$ cat src/rtl/alm_pkg.sv
package alm_pkg;

   localparam int CPU_AW     = 16;
   localparam int PPU_AW     = 14;
   localparam int PAGE_W     = 14;
   localparam int CHR_AW     = 13;
   localparam int CHIP_W_MAX = 2;
   localparam int BANK_W_MAX = 5;

   // Field positions in the latched address; the decode depends on them.
   localparam int POS_MIRV   = 13;
   localparam int POS_HALF   = 12;
   localparam int POS_SINGLE = 11;
   localparam int POS_SIZE   = 10;
   localparam int POS_CHIP   = 8;
   localparam int POS_BANK   = 0;

   typedef struct packed {
      logic                  mirror_v;
      logic                  half_hi;
      logic                  single;
      logic                  size32;
      logic [CHIP_W_MAX-1:0] chip;
      logic [BANK_W_MAX-1:0] bank;
   } ctrl_t;

   localparam ctrl_t CTRL_RESET = '0;

   function automatic ctrl_t ctrl_from_addr(input logic [CPU_AW-1:0] a);
      ctrl_t c;
      logic  unused_ign;
      unused_ign = ^{a[15], a[14], a[7:5]};
      c.mirror_v = a[POS_MIRV];
      c.half_hi  = a[POS_HALF];
      c.single   = a[POS_SINGLE];
      c.size32   = a[POS_SIZE];
      c.chip     = a[POS_CHIP +: CHIP_W_MAX];
      c.bank     = a[POS_BANK +: BANK_W_MAX];
      return c;
   endfunction

endpackage

$ cat src/rtl/alm_ctrl_reg.sv
module alm_ctrl_reg
   import alm_pkg::*;
(
   input  logic              clk,
   input  logic              rst_n,
   input  logic              wr_stb,
   input  logic [CPU_AW-1:0] addr_in,
   output ctrl_t             ctrl_q
);

   always_ff @(posedge clk or negedge rst_n) begin
      if (!rst_n)
         ctrl_q <= CTRL_RESET;
      else if (wr_stb)
         ctrl_q <= ctrl_from_addr(addr_in);
   end

   // value held whenever no strobe
   a_r2_hold_without_strobe: assert property (@(posedge clk) disable iff (!rst_n)
      !wr_stb |=> $stable(ctrl_q));

   // strobe captures address-bus fields
   a_r2_load_on_strobe: assert property (@(posedge clk) disable iff (!rst_n)
      wr_stb |=> (ctrl_q.bank == $past(addr_in[POS_BANK +: BANK_W_MAX]))
              && (ctrl_q.chip == $past(addr_in[POS_CHIP +: CHIP_W_MAX])));

endmodule

$ cat src/rtl/alm_prg_map.sv
module alm_prg_map
   import alm_pkg::*;
#(
   parameter int BANK_W = 5,
   localparam int PRG_W = PAGE_W + 1 + BANK_W
)(
   input  ctrl_t             ctrl,
   input  logic [PAGE_W:0]   cpu_a,
   output logic [PRG_W-1:0]  prg_addr
);

   logic page_bit;
   logic unused_ctrl;

   assign unused_ctrl = ^ctrl;
   assign page_bit    = ctrl.size32 ? cpu_a[PAGE_W] : ctrl.half_hi;
   assign prg_addr    = {ctrl.bank[BANK_W-1:0], page_bit, cpu_a[PAGE_W-1:0]};

endmodule

$ cat src/rtl/alm_chip_decode.sv
module alm_chip_decode #(
   parameter int CHIP_W = 2,
   localparam int NUM_CHIPS = 1 << CHIP_W
)(
   input  logic [CHIP_W-1:0]    chip,
   output logic [NUM_CHIPS-1:0] ce_n
);

   for (genvar i = 0; i < NUM_CHIPS; i++) begin : g_sock
      assign ce_n[i] = (chip != CHIP_W'(i));
   end

endmodule

$ cat src/rtl/alm_mirror_mux.sv
module alm_mirror_mux #(
   parameter bit SINGLE_EN  = 1'b1,
   parameter bit SINGLE_LVL = 1'b0
)(
   input  logic mirror_v,
   input  logic single,
   input  logic ppu_a10,
   input  logic ppu_a11,
   output logic nt_a10
);

   logic two_screen;
   assign two_screen = mirror_v ? ppu_a10 : ppu_a11;

   if (SINGLE_EN) begin : g_single
      assign nt_a10 = single ? SINGLE_LVL : two_screen;
   end else begin : g_two_only
      logic unused_single;
      assign unused_single = single;
      assign nt_a10        = two_screen;
   end

endmodule

$ cat src/rtl/addr_latch_mapper.sv
module addr_latch_mapper
   import alm_pkg::*;
#(
   parameter int BANK_W     = 5,
   parameter int CHIP_W     = 2,
   parameter bit SINGLE_EN  = 1'b1,
   parameter bit SINGLE_LVL = 1'b0,
   localparam int PRG_W     = PAGE_W + 1 + BANK_W,
   localparam int NUM_CHIPS = 1 << CHIP_W
)(
   input  logic                 clk,
   input  logic                 rst_n,
   input  logic [CPU_AW-1:0]    cpu_addr,
   input  logic                 cpu_rw,
   input  logic                 romsel_n,
   input  logic [PPU_AW-1:0]    ppu_addr,
   input  logic                 ppu_we_n,
   output logic [PRG_W-1:0]     prg_addr,
   output logic [NUM_CHIPS-1:0] rom_ce_n,
   output logic                 rom_oe_n,
   output logic                 ciram_a10,
   output logic [CHR_AW-1:0]    chr_addr,
   output logic                 chr_ce_n,
   output logic                 chr_we_n
);

   initial begin
      assert (BANK_W >= 1 && BANK_W <= BANK_W_MAX)
         else $error("BANK_W out of range 1..%0d", BANK_W_MAX);
      assert (CHIP_W >= 1 && CHIP_W <= CHIP_W_MAX)
         else $error("CHIP_W out of range 1..%0d", CHIP_W_MAX);
   end

   logic  wr_stb;
   ctrl_t ctrl_q;

   assign wr_stb   = !romsel_n && !cpu_rw;
   assign rom_oe_n = romsel_n || !cpu_rw;

   alm_ctrl_reg u_reg (
      .clk     (clk),
      .rst_n   (rst_n),
      .wr_stb  (wr_stb),
      .addr_in (cpu_addr),
      .ctrl_q  (ctrl_q)
   );

   alm_prg_map #(.BANK_W(BANK_W)) u_prg (
      .ctrl     (ctrl_q),
      .cpu_a    (cpu_addr[PAGE_W:0]),
      .prg_addr (prg_addr)
   );

   alm_chip_decode #(.CHIP_W(CHIP_W)) u_dec (
      .chip (ctrl_q.chip[CHIP_W-1:0]),
      .ce_n (rom_ce_n)
   );

   alm_mirror_mux #(.SINGLE_EN(SINGLE_EN), .SINGLE_LVL(SINGLE_LVL)) u_mir (
      .mirror_v (ctrl_q.mirror_v),
      .single   (ctrl_q.single),
      .ppu_a10  (ppu_addr[10]),
      .ppu_a11  (ppu_addr[11]),
      .nt_a10   (ciram_a10)
   );

   // Pattern RAM: only the lower 8K of video space reaches it.
   assign chr_addr = ppu_addr[CHR_AW-1:0];
   assign chr_ce_n = ppu_addr[CHR_AW];
   assign chr_we_n = ppu_we_n || ppu_addr[CHR_AW];

   // bank lines show the written low address bits one cycle later
   a_r6_bank_after_write: assert property (@(posedge clk) disable iff (!rst_n)
      wr_stb |=> prg_addr[PRG_W-1:PAGE_W+1] == $past(cpu_addr[BANK_W-1:0]));

   // 32K page mode passes CPU A14
   a_r4_full_page: assert property (@(posedge clk) disable iff (!rst_n)
      wr_stb && cpu_addr[POS_SIZE] |=> prg_addr[PAGE_W] == cpu_addr[PAGE_W]);

   // 16K page mode uses the written half select
   a_r5_half_page: assert property (@(posedge clk) disable iff (!rst_n)
      wr_stb && !cpu_addr[POS_SIZE] |=> prg_addr[PAGE_W] == $past(cpu_addr[POS_HALF]));

   // exactly one socket enabled at any time
   a_r7_one_socket: assert property (@(posedge clk) disable iff (!rst_n)
      $countones(~rom_ce_n) == 1);

   // the enabled socket is the one just written
   a_r7_socket_after_write: assert property (@(posedge clk) disable iff (!rst_n)
      wr_stb |=> !rom_ce_n[$past(cpu_addr[POS_CHIP +: CHIP_W])]);

   // vertical mirroring follows PPU A10
   a_r8_vertical: assert property (@(posedge clk) disable iff (!rst_n)
      wr_stb && !cpu_addr[POS_SINGLE] && cpu_addr[POS_MIRV] |=> ciram_a10 == ppu_addr[10]);

   // single-screen forces the fixed level
   a_r9_single_screen: assert property (@(posedge clk) disable iff (!rst_n)
      wr_stb && cpu_addr[POS_SINGLE] && SINGLE_EN |=> ciram_a10 == SINGLE_LVL);

   // ROM drives the bus only on reads of its window
   a_r11_read_only_oe: assert property (@(posedge clk) disable iff (!rst_n)
      !rom_oe_n |-> !romsel_n && cpu_rw);

endmodule

$ cat config.mk
export PLATFORM = sky130hd
export DESIGN_NAME = addr_latch_mapper
export DESIGN_NICKNAME = d
export VERILOG_FILES = /design/src/rtl/alm_pkg.sv /design/src/rtl/alm_ctrl_reg.sv /design/src/rtl/alm_prg_map.sv /design/src/rtl/alm_chip_decode.sv /design/src/rtl/alm_mirror_mux.sv /design/src/rtl/addr_latch_mapper.sv
export SDC_FILE = /design/constraint.sdc
export NUM_CORES = 1
export LEC_CHECK = 0
export BUFFER_PORTS_ARGS = -buffer_cell sky130_fd_sc_hd__buf_2
export CELL_PAD_IN_SITES_DETAIL_PLACEMENT = 1
export CELL_PAD_IN_SITES_GLOBAL_PLACEMENT = 1
export CORE_MARGIN = 2
export CORE_UTILIZATION = 22
export DETAILED_ROUTE_END_ITERATION = 7
export GPL_ROUTABILITY_DRIVEN = 0
export PLACE_DENSITY_LB_ADDON = 0.1
export REMOVE_ABC_BUFFERS = 1
export SETUP_SLACK_MARGIN = 0.02
export SLEW_MARGIN = 20
export SYNTH_ARGS = -nofsm -noshare
export SYNTH_HDL_FRONTEND = slang
export SYNTH_SLANG_ARGS = --single-unit
$ cat constraint.sdc
create_clock -name clk -period 0.9 [get_ports clk]
set_input_delay 0.09 -clock clk [delete_from_list [all_inputs] [get_ports clk]]
set_output_delay 0.09 -clock clk [all_outputs]
set_load 0.01 [all_outputs]
==> results.yml <==
die:
  die_h_um: 63.3
  die_w_um: 63.3
  ios: 76
  dieArea_mm2: 0.00400
  initial_core_util_pct: 23.0
  row_count: 21
  core_area_mm2: 0.00336
run:
  drv_cap: 0
yosys:
  synth_area_leader_cell: "dfrtp_1"
  ys_types: 13
  ys_ff_latch: 11
  synthTopCellsByArea: "dfrtp_1 36%, buf_4 33%, mux2_4 19%"
  synth_top_area_share_pct: 35.6
  yosys_warnings: 0
  yosysSeqAreaShare_pct: 35.6
  syn_area_um2: 773
  synth_cells: 67
  synth_area_per_cell_um2: 11.5
grt:
  grt-ovfl-total: 0
  grt_usage_pct: 8.59
  grt_pass1_vias: 530
  grt_first_pass_wirelength_mm: 2.60
  antenna_found_initial: 0
  grt_max_degree: 12
finish:
  nFillCells: 408
  regMostFlops: "u_reg.ctrl_q"
  drive_above_1_share_pct: 78.9
  finish.utilization_pct: 27.6
  area_growth_pct: 20.1
  design_area_um2: 928
  largest_register_ffs: 11
  largestRegisters: "u_reg.ctrl_q x11"
  antennaDiodeCount: 0
  nets: 126
clocking:
  clk_latency_ns: 0.26
  clk_path_buf_depth: 2
  cts_root_buffer: "clkbuf_4"
  clock-sinks: 11
  cts_buffers: 3
  cts_tree: "built"
  h-tree-depth: 1
  clk_pin_slew_ns: 0.07
critical_path:
  crit_type: "register to output pin"
  cp.required_ns: 0.81
  cp_max_fo: 2
  endpoint_kind: "output pin"
  arrival_ns: 1.08
  r2r_cells: 2
  cp-start-kind: "register"
detailed_routing:
  antenna_left: 0
  drt_wl_total_mm: 1.69
  via_per_inst: 3.74
  vias: 509
  wl_per_cell_um: 12.4
  first_pass_iters: 4
  drc_errors: 0
  drt-initial-drc-count: 13
sta:
  fin_crit_sh_pct: 131
  grt_setup_unrepaired: "true"
  tightest_slew_ns: 0.268
  clock_skew_ns: 0
  finalCriticalPeriod_ns: 1.17
  drv_slew: 0
  setup_slack_ns: -0.275
  fmax_ghz: 0.851
  relSlewSlack_pct: 82.1
  hold_viol: 0
  setup_viol: 8
  hold_slack_ns: 0.0674
power:
  p_leak_nw: 0.490
  powerDensity_mw_per_mm2: 1600
  ir_drop_mv: 0.348
  total_power_mw: 1.48
status:
  status: "complete, but fails checks"
  violations: "negative setup slack"
place:
  place_ws_ns: -0.0570
  dpl_cell_area_um2: 813
  dpl.hpwl_mm: 1.35
  portBuffers: 46
min_path:
  hold_depth: 2
  holdCritPathClass: "input port to register"
metrics by stage:
stage                     std cells  setup TNS, ns
after floorplan                  32          -1.46
after CTS                       135          -1.45
after global routing            136          -1.83
after global placement          127         -0.268
after detailed placement        127         -0.317
final                           136          -1.29
kinds of logic after synthesis:
kind of cell	synth area share [%]
muxes	23.6
DFF	35.6
buffers and inverters	35.0
and+or+nand+nor	5.83
final cells by class:
cell class                 instances  area, um^2  share of cell area (%)
timing repair buffer              54         325                    35.0
sequential                        11         275                    29.6
multi-input combinational         21         244                    26.3
tap                               46        57.6                    6.20
clock buffer                       4        26.3                    2.83
cells in the final DEF (no fill, tap or decap), drive strengths merged:
| master | instances |
|---|---|
| clkbuf | 4 |
| dlygate4sd3 | 1 |
| nand2 | 1 |
| nor2 | 2 |
| mux2 | 12 |
| dfrtp | 11 |
| nand2b | 3 |
| mux2i | 1 |
| buf | 53 |
| or2 | 2 |
worst max-delay path: stages, from the launching register on:
cell	delay [ns]
dfrtp_1	0.40
mux2_4	0.31
buf_6	0.12
report_power, final:
group	leakage [nW]	switching, mW	internal (mW)
sequential	0.129	0.0532	0.568
clock	0.0150	0.161	0.171
combinational	0.345	0.196	0.332
per-layer routing:
| layer | vias to the layer above | track usage, % | share of wire, % |
|---|---|---|---|
| li1 | 226 | - | - |
| met5 | - | 6.94 | 0 |
| met4 | 0 | 3.26 | 0 |
| met3 | 0 | 6.79 | 15 |
| met1 | 241 | 9.08 | 37 |
| met2 | 42 | 12.1 | 47 |
repair_timing:
| action | in CTS | in global routing |
|---|---|---|
| pin swaps | 0 | 1 |
| gates cloned | 0 | 0 |
| endpoints found under the setup margin | 11 | 13 |
| setup buffers | 3 | 2 |
| resized for setup | 5 | 5 |
| hold buffers | 1 | 0 |
| endpoints found under the hold margin | 11 | 0 |
synthesized netlist by cell type:
master,number
nor2_1,1
nand2b_1,3
mux2_4,10
buf_8,1
mux2_2,1
mux2i_1,1
or2_2,1
dfrtp_1,11
nor2_2,1
or2_1,1
mux2_1,1
buf_4,34
nand2_1,1
path summary, 6_finish.rpt:
kind | end | slack, ns | startpoint
max in group asynchronous | u_reg.ctrl_q[8] | 0.45 | rst_n
setup reg to reg | u_reg.ctrl_q[6] | -0.03 | u_reg.ctrl_q[6]
setup / recovery | prg_addr[14] | -0.27 | u_reg.ctrl_q[7]
hold / removal | u_reg.ctrl_q[2] | 0.07 | cpu_addr[2]
min in group asynchronous | u_reg.ctrl_q[9] | 0.24 | rst_n
hold reg to reg | u_reg.ctrl_q[3] | 0.52 | u_reg.ctrl_q[3]
(Power assumes the default switching activity.)
